$ cat src/rtl/fmac_pkg.sv
package fmac_pkg;
  typedef enum logic [2:0] {
    OP_NOP  = 3'd0,
    OP_MPY  = 3'd1,
    OP_MAC  = 3'd2,
    OP_ADD  = 3'd3,
    OP_AND  = 3'd4,
    OP_OR   = 3'd5,
    OP_XOR  = 3'd6,
    OP_NOT  = 3'd7
  } mac_op_e;

  typedef enum logic [1:0] {
    SC_NONE = 2'b00,
    SC_DOWN = 2'b01,
    SC_UP   = 2'b10,
    SC_RSVD = 2'b11
  } scale_e;

  typedef enum logic [1:0] {
    ADD_OTHER = 2'd0,
    ADD_XPAIR = 2'd1,
    ADD_YPAIR = 2'd2,
    ADD_OTH2  = 2'd3
  } add_src_e;
endpackage

$ cat src/rtl/fmac_inregs.sv
module fmac_inregs #(
  parameter int DW   = 24,
  parameter int NREG = 4,
  localparam int SW  = $clog2(NREG)
) (
  input  logic                     clk,
  input  logic                     rst_n,
  input  logic                     wr_en,
  input  logic [SW-1:0]            wr_sel,
  input  logic [DW-1:0]            wr_data,
  output logic [NREG-1:0][DW-1:0]  regs_q
);
  for (genvar i = 0; i < NREG; i++) begin : g_reg
    always_ff @(posedge clk) begin
      if (!rst_n)
        regs_q[i] <= '0;
      else if (wr_en && (wr_sel == SW'(i)))
        regs_q[i] <= wr_data;
    end
  end
endmodule

$ cat src/rtl/fmac_arith.sv
module fmac_arith
  import fmac_pkg::*;
#(
  parameter int DW  = 24,
  parameter int GW  = 8,
  localparam int PW = 2 * DW,
  localparam int AW = PW + GW
) (
  input  mac_op_e        op,
  input  logic           acc_sub,
  input  logic           rnd_en,
  input  logic [1:0]     scale,
  input  logic [DW-1:0]  opnd_a,
  input  logic [DW-1:0]  opnd_b,
  input  logic [1:0]     add_src,
  input  logic [PW-1:0]  x_pair,
  input  logic [PW-1:0]  y_pair,
  input  logic [AW-1:0]  acc_dst,
  input  logic [AW-1:0]  acc_oth,
  output logic [AW-1:0]  acc_nxt,
  output logic           acc_we,
  output logic           mpy_fire,
  output logic           rnd_fire,
  output logic           tie_hit,
  output logic           log_fire
);
  // Signed 1.23 x 1.23 product, doubled to 1.47 and sign-extended to AW
  function automatic logic [AW-1:0] frac_prod(input logic [DW-1:0] a, input logic [DW-1:0] b);
    logic signed [PW-1:0] p;
    logic [AW-1:0] ext;
    p   = $signed(a) * $signed(b);
    ext = {{GW{p[PW-1]}}, p};
    return ext << 1;
  endfunction

  function automatic logic [AW-1:0] pair_ext(input logic [PW-1:0] v);
    return {{GW{v[PW-1]}}, v};
  endfunction

  // One-hot weight of the half-LSB added by rounding
  function automatic logic [AW-1:0] half_bit(input logic [1:0] sc);
    case (sc)
      SC_DOWN: return AW'(1) << DW;
      SC_UP:   return AW'(1) << (DW - 2);
      default: return AW'(1) << (DW - 1);
    endcase
  endfunction

  function automatic logic is_tie(input logic [AW-1:0] v, input logic [1:0] sc);
    logic [AW-1:0] h;
    h = half_bit(sc);
    return (v & ((h << 1) - AW'(1))) == h;
  endfunction

  function automatic logic [AW-1:0] conv_round(input logic [AW-1:0] v, input logic [1:0] sc);
    logic [AW-1:0] h, keep, low, s;
    h    = half_bit(sc);
    keep = h << 1;
    low  = keep - AW'(1);
    s    = v + h;
    if (is_tie(v, sc)) s = s & ~keep;
    return s & ~low;
  endfunction

  logic [AW-1:0] prod, base, addend, sum, arith_res;
  logic [DW-1:0] msp_new;
  logic          is_arith, is_logic;

  assign is_arith = (op == OP_MPY) || (op == OP_MAC) || (op == OP_ADD);
  assign is_logic = (op == OP_AND) || (op == OP_OR) || (op == OP_XOR) || (op == OP_NOT);
  assign prod     = frac_prod(opnd_a, opnd_b);

  always_comb begin
    base = (op == OP_MPY) ? '0 : acc_dst;
    if (op == OP_ADD) begin
      case (add_src)
        ADD_XPAIR: addend = pair_ext(x_pair);
        ADD_YPAIR: addend = pair_ext(y_pair);
        default:   addend = acc_oth;
      endcase
    end else begin
      addend = prod;
    end
  end

  assign sum       = acc_sub ? (base - addend) : (base + addend);
  assign arith_res = rnd_en ? conv_round(sum, scale) : sum;

  always_comb begin
    case (op)
      OP_AND:  msp_new = acc_dst[PW-1:DW] & opnd_a;
      OP_OR:   msp_new = acc_dst[PW-1:DW] | opnd_a;
      OP_XOR:  msp_new = acc_dst[PW-1:DW] ^ opnd_a;
      default: msp_new = ~acc_dst[PW-1:DW];
    endcase
  end

  always_comb begin
    if (is_logic)      acc_nxt = {acc_dst[AW-1:PW], msp_new, acc_dst[DW-1:0]};
    else if (is_arith) acc_nxt = arith_res;
    else               acc_nxt = acc_dst;
  end

  assign acc_we   = is_arith || is_logic;
  assign mpy_fire = (op == OP_MPY);
  assign rnd_fire = is_arith && rnd_en;
  assign tie_hit  = rnd_fire && is_tie(sum, scale);
  assign log_fire = is_logic;
endmodule

$ cat src/rtl/fmac_dp.sv
module fmac_dp
  import fmac_pkg::*;
#(
  parameter int DW   = 24,
  parameter int GW   = 8,
  parameter int NREG = 4,
  localparam int PW  = 2 * DW,
  localparam int AW  = PW + GW,
  localparam int SW  = $clog2(NREG),
  localparam int NACC = 2
) (
  input  logic           clk,
  input  logic           rst_n,
  input  logic           wr_en,
  input  logic [SW-1:0]  wr_sel,
  input  logic [DW-1:0]  wr_data,
  input  logic [2:0]     op,
  input  logic           acc_sub,
  input  logic           rnd_en,
  input  logic [1:0]     scale,
  input  logic [SW-1:0]  src_a,
  input  logic [SW-1:0]  src_b,
  input  logic [1:0]     add_src,
  input  logic           dst_sel,
  input  logic [SW-1:0]  rd_sel,
  output logic [DW-1:0]  rd_word,
  input  logic           pair_sel,
  output logic [PW-1:0]  rd_pair,
  output logic [AW-1:0]  acc_a,
  output logic [AW-1:0]  acc_b
);
  logic [NREG-1:0][DW-1:0] regs_q;
  logic [NACC-1:0][AW-1:0] acc_q;
  logic [PW-1:0] x_pair, y_pair;
  logic [AW-1:0] acc_nxt;
  logic          acc_we;
  // Named internal events observed by the checker
  logic          mpy_fire, rnd_fire, tie_hit, log_fire;

  fmac_inregs #(.DW(DW), .NREG(NREG)) u_regs (
    .clk     (clk),
    .rst_n   (rst_n),
    .wr_en   (wr_en),
    .wr_sel  (wr_sel),
    .wr_data (wr_data),
    .regs_q  (regs_q)
  );

  assign x_pair = {regs_q[1], regs_q[0]};
  assign y_pair = {regs_q[3], regs_q[2]};

  fmac_arith #(.DW(DW), .GW(GW)) u_arith (
    .op       (mac_op_e'(op)),
    .acc_sub  (acc_sub),
    .rnd_en   (rnd_en),
    .scale    (scale),
    .opnd_a   (regs_q[src_a]),
    .opnd_b   (regs_q[src_b]),
    .add_src  (add_src),
    .x_pair   (x_pair),
    .y_pair   (y_pair),
    .acc_dst  (acc_q[dst_sel]),
    .acc_oth  (acc_q[~dst_sel]),
    .acc_nxt  (acc_nxt),
    .acc_we   (acc_we),
    .mpy_fire (mpy_fire),
    .rnd_fire (rnd_fire),
    .tie_hit  (tie_hit),
    .log_fire (log_fire)
  );

  for (genvar i = 0; i < NACC; i++) begin : g_acc
    always_ff @(posedge clk) begin
      if (!rst_n)
        acc_q[i] <= '0;
      else if (acc_we && (dst_sel == 1'(i)))
        acc_q[i] <= acc_nxt;
    end
  end

  assign acc_a   = acc_q[0];
  assign acc_b   = acc_q[1];
  assign rd_word = regs_q[rd_sel];
  assign rd_pair = pair_sel ? y_pair : x_pair;
endmodule

$ cat config.mk
export PLATFORM = sky130hd
export DESIGN_NAME = fmac_dp
export DESIGN_NICKNAME = d
export VERILOG_FILES = /design/src/rtl/fmac_pkg.sv /design/src/rtl/fmac_inregs.sv /design/src/rtl/fmac_arith.sv /design/src/rtl/fmac_dp.sv
export SDC_FILE = /design/constraint.sdc
export NUM_CORES = 2
export LEC_CHECK = 0
export ABC_CLOCK_PERIOD_IN_PS = 16500
export BUFFER_PORTS_ARGS = -buffer_cell sky130_fd_sc_hd__buf_4
export CORE_AREA = 5 5 383 385
export CTS_BUF_LIST = sky130_fd_sc_hd__clkbuf_8
export DETAILED_ROUTE_END_ITERATION = 12
export DIE_AREA = 0 0 388 390
export GPL_ROUTABILITY_DRIVEN = 0
export PLACE_DENSITY_LB_ADDON = 0.3
export SETUP_SLACK_MARGIN = 0.02
export SLEW_MARGIN = 30
export SYNTH_ARGS = -nofsm -noshare
export SYNTH_HDL_FRONTEND = slang
export SYNTH_SLANG_ARGS = --single-unit
$ cat constraint.sdc
create_clock -name clk -period 16.5 [get_ports clk]
set_input_delay 0.825 -clock clk [delete_from_list [all_inputs] [get_ports clk]]
set_output_delay 0.825 -clock clk [all_outputs]
set_load 0.01 [all_outputs]
==> results_tabular.tex <==
\begin{tabular}{lr}
\hline
Metric & Value \\
\hline
\multicolumn{2}{l}{\textbf{Power and ir drop}} \\
\quad Worst VDD drop & 0.183 mV \\
\quad Pwr dens & 213 nW/µm² \\
\quad Leakage power total & 0.0220 µW \\
\multicolumn{2}{l}{\textbf{Setup path}} \\
\quad Data arrival time of the critical path & 15.74 ns \\
\quad Slack of the worst reg-to-reg path & 1.85 ns \\
\quad Reg-to-reg endpoint & acc\_a[25]\$\_SDFFE\_PN0P\_ \\
\quad Path depth of the worst reg2reg path & 41 \\
\quad Kind of end point of the critical path & flop \\
\quad Launching point of the worst reg2reg path & u\_regs.regs\_q[25]\$\_SDFFE\_PN0P\_ \\
\quad Critical setup path kind & in -> reg \\
\quad Delay-heaviest family, CP & compound AO/OA/AOI/OAI gates \\
\quad Required time of the critical path & 17.04 ns \\
\quad Kind of start point of the critical path & primary input \\
\quad Most common cell on crit path & sky130\_fd\_sc\_hd\_\_fa\_1 \\
\quad Worst path bufs/invs & 5 \\
\quad CP max stage cell & sky130\_fd\_sc\_hd\_\_clkinv\_1 \\
\quad Maximum fanout encountered on the critical timing path & 48 \\
\quad Worst path max stage delay & 0.99 ns \\
\multicolumn{2}{l}{\textbf{CTS}} \\
\quad Clock sinks & 208 \\
\quad Level count of the clock H-tree & 2 \\
\quad Root Buffer Master & sky130\_fd\_sc\_hd\_\_clkbuf\_8 \\
\quad Inserted Clock Buffers & 40 \\
\quad Clock-pin slew reported for the worst setup and hold paths after clock tree synthesis & 0.07 ns \\
\quad Number of buffers between clock root and the deepest sink & 3 \\
\quad Post-CTS Repair Setup Buffers & 0 \\
\quad CTS tree & yes \\
\quad Skew-Pair Late Insertion Delay & 0.64 ns \\
\quad Post-cts hold buffer count & 0 \\
\quad Post-cts resize count & 0 \\
\multicolumn{2}{l}{\textbf{Drt}} \\
\quad Total number of vias & 38900 \\
\quad Overall routed net length & 177000 µm \\
\quad Antenna-violating nets left & 0 \\
\quad Wirelength per Cell & 24.9 µm \\
\quad DR vias/cell & 5.48 \\
\quad Detailed-route DRC error count & 0 \\
\quad TritonRoute pass-1 iters & 7 \\
\quad 1st-iter DRT viols & 3807 \\
\multicolumn{2}{l}{\textbf{Cells and area}} \\
\quad Fraction of layout instances using a drive strength above 1 & 11.8\% \\
\quad Multi-input logic area & 34500 µm² \\
\quad Count of nets after finishing & 6073 \\
\quad Number of fill cells & 15000 \\
\quad Number of standard cells in the layout, taps in and fillers out & 7105 \\
\quad Area overhead of the layout relative to synthesis & 10.8\% \\
\quad Sequential cell area & 4160 µm² \\
\multicolumn{2}{l}{\textbf{GRT}} \\
\quad Number of antenna violations at the first check in global routing & 4 \\
\quad Global route overflow & 0 \\
\quad Total GRT Usage & 22.7\% \\
\quad Via count of the first global-routing pass & 39000 \\
\quad Wire length of the first global-routing pass & 261000 µm \\
\quad Maximum number of pins on one net before global-route repair & 91 \\
\multicolumn{2}{l}{\textbf{STA}} \\
\quad RSZ-0062 raised after global routing & false \\
\quad Final Hold Violating Endpoints & 0 \\
\quad Slew at the pin with the worst max-slew slack & 1.12 ns \\
\quad Final setup vio count & 0 \\
\quad Slew headroom & 24.6\% \\
\quad Minimum period implied by the final worst setup slack & 15.20 ns \\
\quad Final worst path period share & 92.1\% \\
\quad Max Clock Skew & 0.0446 ns \\
\quad Total negative slack & 0 ns \\
\quad Final Max Slew Viols & 0 \\
\quad Maximum operating frequency & 0.0658 GHz \\
\multicolumn{2}{l}{\textbf{Yosys}} \\
\quad Share of Yosys cell area claimed by the top area cell type & 28.7\% \\
\quad Predominant post-synthesis flop cell & sky130\_fd\_sc\_hd\_\_dfxtp\_1 \\
\quad Number of warnings printed during yosys synthesis & 0 \\
\quad Cells after synthesis & 5117 \\
\quad Mean Syn Cell Area & 8.29 µm² \\
\quad Synth cell count leaders & 727 x sky130\_fd\_sc\_hd\_\_nand2\_1, 702 x sky130\_fd\_sc\_hd\_\_inv\_1, 609 x sky130\_fd\_sc\_hd\_\_fa\_1, 492 x sky130\_fd\_sc\_hd\_\_nor2\_1, 247 x sky130\_fd\_sc\_hd\_\_ha\_1 \\
\quad Largest area contributor in the synthesized netlist & sky130\_fd\_sc\_hd\_\_fa\_1 \\
\quad EDFF count, synth & 0 \\
\quad Portion of the post-synthesis area used by sequential elements & 9.82\% \\
\quad Yosys reg bits & 208 \\
\quad Number of nets produced by synthesis & 6019 \\
\quad Cell area after synthesis & 42400 µm² \\
\quad Number of distinct library cell variants in the gate-level netlist after synthesis & 105 \\
\quad Biggest area contributors in the synthesized netlist & sky130\_fd\_sc\_hd\_\_fa\_1 29\%, sky130\_fd\_sc\_hd\_\_dfxtp\_1 9.8\%, sky130\_fd\_sc\_hd\_\_ha\_1 7.3\% \\
\quad Async SR Flop Fraction & 0\% \\
\quad Most frequently used cell type in the post-synthesis netlist & sky130\_fd\_sc\_hd\_\_nand2\_1 \\
\multicolumn{2}{l}{\textbf{Floorplanning}} \\
\quad Width of the die & 388 µm \\
\quad Top Ports & 230 \\
\quad DIE HEIGHT & 390 µm \\
\quad Area of the core region & 143000 µm² \\
\quad Number of standard-cell rows in the floorplan & 139 \\
\quad Starting density of the core & 29.7\% \\
\quad Full die area & 151000 µm² \\
\multicolumn{2}{l}{\textbf{Job}} \\
\quad Number of violations of the max-capacitance limit & 0 \\
\multicolumn{2}{l}{\textbf{Hold path}} \\
\quad Worst min-delay path category & in -> reg \\
\quad Capture endpoint of the worst hold path & u\_regs.regs\_q[25]\$\_SDFFE\_PN0P\_ \\
\quad Number of cells on the worst hold path & 3 \\
\quad Hold Crit Start & wr\_data[1] \\
\multicolumn{2}{l}{\textbf{Place}} \\
\quad Input/output buffers & 229 \\
\quad Total placed cells including tap cells & 7031 \\
\quad HPWL after DPL & 137000 µm \\
\multicolumn{2}{l}{\textbf{Run status}} \\
\quad Outcome & finished, final reports clean \\
\hline
\end{tabular}
-- state kept, by name, indices dropped and copies added, names as in the netlist --
name	cells
acc_b	56
u_regs.regs_q	96
acc_a	56
-- worst min-delay path: cells and delay by family --
family / cells / cell delay, ns
buffers and inverters: 1 / 0.13
AO/OA/AOI/OAI: 1 / 0.06
AND/OR/NAND/NOR: 1 / 0.05
-- where the power goes --
| group | internal, µW | switching, µW | total (µW) |
|---|---|---|---|
| clock network | 320 | 267 | 587 |
| logic | 3000 | 5730 | 8730 |
| registers | 572 | 118 | 689 |
-- cells by family after synthesis --
family,after synthesis,share of synthesized area (%)
DFF,208,9.82
xor gates and xnor gates,164,3.42
buffers and inverters,1011,9.10
and+or+nand+nor,1627,17.1
muxes,304,9.18
AOI/OAI and AO/OA,947,15.4
adders and majority gates,856,36.0
-- layout by cell type, fill, tap and decap left out, types with 14 or more instances in the layout --
| cell | count |
|---|---|
| sky130_fd_sc_hd__a21boi_0 | 107 |
| sky130_fd_sc_hd__nand2b_1 | 18 |
| sky130_fd_sc_hd__nor2_1 | 489 |
| sky130_fd_sc_hd__a22oi_1 | 14 |
| sky130_fd_sc_hd__clkbuf_8 | 53 |
| sky130_fd_sc_hd__dfxtp_1 | 208 |
| sky130_fd_sc_hd__or3_1 | 19 |
| sky130_fd_sc_hd__mux2_2 | 99 |
| sky130_fd_sc_hd__a221oi_1 | 41 |
| sky130_fd_sc_hd__nand2_1 | 727 |
| sky130_fd_sc_hd__inv_1 | 704 |
| sky130_fd_sc_hd__a211oi_1 | 41 |
| sky130_fd_sc_hd__and2_1 | 56 |
| sky130_fd_sc_hd__o211ai_1 | 24 |
| sky130_fd_sc_hd__nor4_1 | 16 |
| sky130_fd_sc_hd__o211a_1 | 64 |
| sky130_fd_sc_hd__mux2i_1 | 146 |
| sky130_fd_sc_hd__o21ai_0 | 120 |
| sky130_fd_sc_hd__xor2_1 | 75 |
| sky130_fd_sc_hd__and3_1 | 17 |
| sky130_fd_sc_hd__nor3_1 | 52 |
| sky130_fd_sc_hd__nor2b_1 | 21 |
| sky130_fd_sc_hd__nand3_1 | 59 |
| sky130_fd_sc_hd__o21bai_1 | 20 |
| sky130_fd_sc_hd__mux4_2 | 58 |
| sky130_fd_sc_hd__nand4_1 | 51 |
| sky130_fd_sc_hd__o21a_1 | 28 |
| sky130_fd_sc_hd__fa_1 | 609 |
| sky130_fd_sc_hd__ha_1 | 245 |
| sky130_fd_sc_hd__xnor2_1 | 88 |
| sky130_fd_sc_hd__o21ai_1 | 41 |
| sky130_fd_sc_hd__a21oi_1 | 236 |
| sky130_fd_sc_hd__a21o_1 | 25 |
| sky130_fd_sc_hd__buf_4 | 315 |
| sky130_fd_sc_hd__a31oi_1 | 30 |
-- metrics by stage --
| step | util (%) | worst slack, ns | hold WS [ns] | cell area (µm²) | power (µW) |
|---|---|---|---|---|---|
| 3_3_place_gp | 32.3 | 1.52 | 0.511 | 46100 | 9130 |
| 2_1_floorplan | - | 3.88 | 0.482 | 42400 | 6550 |
| 4_1_cts | 32.9 | 2.08 | 0.434 | 47000 | 9810 |
| 5_1_grt | 32.9 | 0.892 | 0.471 | 47000 | 10700 |
| 6_report | 32.9 | 1.30 | 0.492 | 47000 | 10000 |
| 3_5_place_dp | 32.3 | 1.48 | 0.525 | 46100 | 9150 |
-- metal layers --
metal	routed length (µm)	part of all wire, %	vias to the layer above	global-route usage, %
met2	79100	45	1845	36.0
met3	15100	8.5	364	3.81
li1	-	-	17100	-
met1	72500	41	19600	30.2
met4	9980	5.6	0	10.7
met5	0	0	-	0
-- area by class of cell --
class                   count  area share (%)
well taps                1903            5.06
repair buffers            320            5.12
multi-input cells        3898            73.5
inverters                 703            5.61
diodes                      3          0.0160
clock inverters            17           0.301
flip-flops and latches    208            8.86
clock buffers              53            1.55
-- worst max path at each step --
stage | cells after the start | slack, ns | startpoint | endpoint
6_report | 42 | 1.30 | src_a[0] | acc_a[25]$_SDFFE_PN0P_
5_1_grt | 42 | 0.89 | src_a[0] | acc_a[25]$_SDFFE_PN0P_
4_1_cts | 42 | 2.08 | src_a[0] | acc_a[25]$_SDFFE_PN0P_
3_5_place_dp | 42 | 1.48 | src_a[0] | acc_a[25]$_SDFFE_PN0P_
3_3_place_gp | 46 | 1.52 | src_a[0] | acc_a[25]$_SDFFE_PN0P_
2_1_floorplan | 49 | 3.88 | src_a[0] | acc_b[54]$_SDFFE_PN0P_
Note: power is estimated with default switching activity, not from simulation.
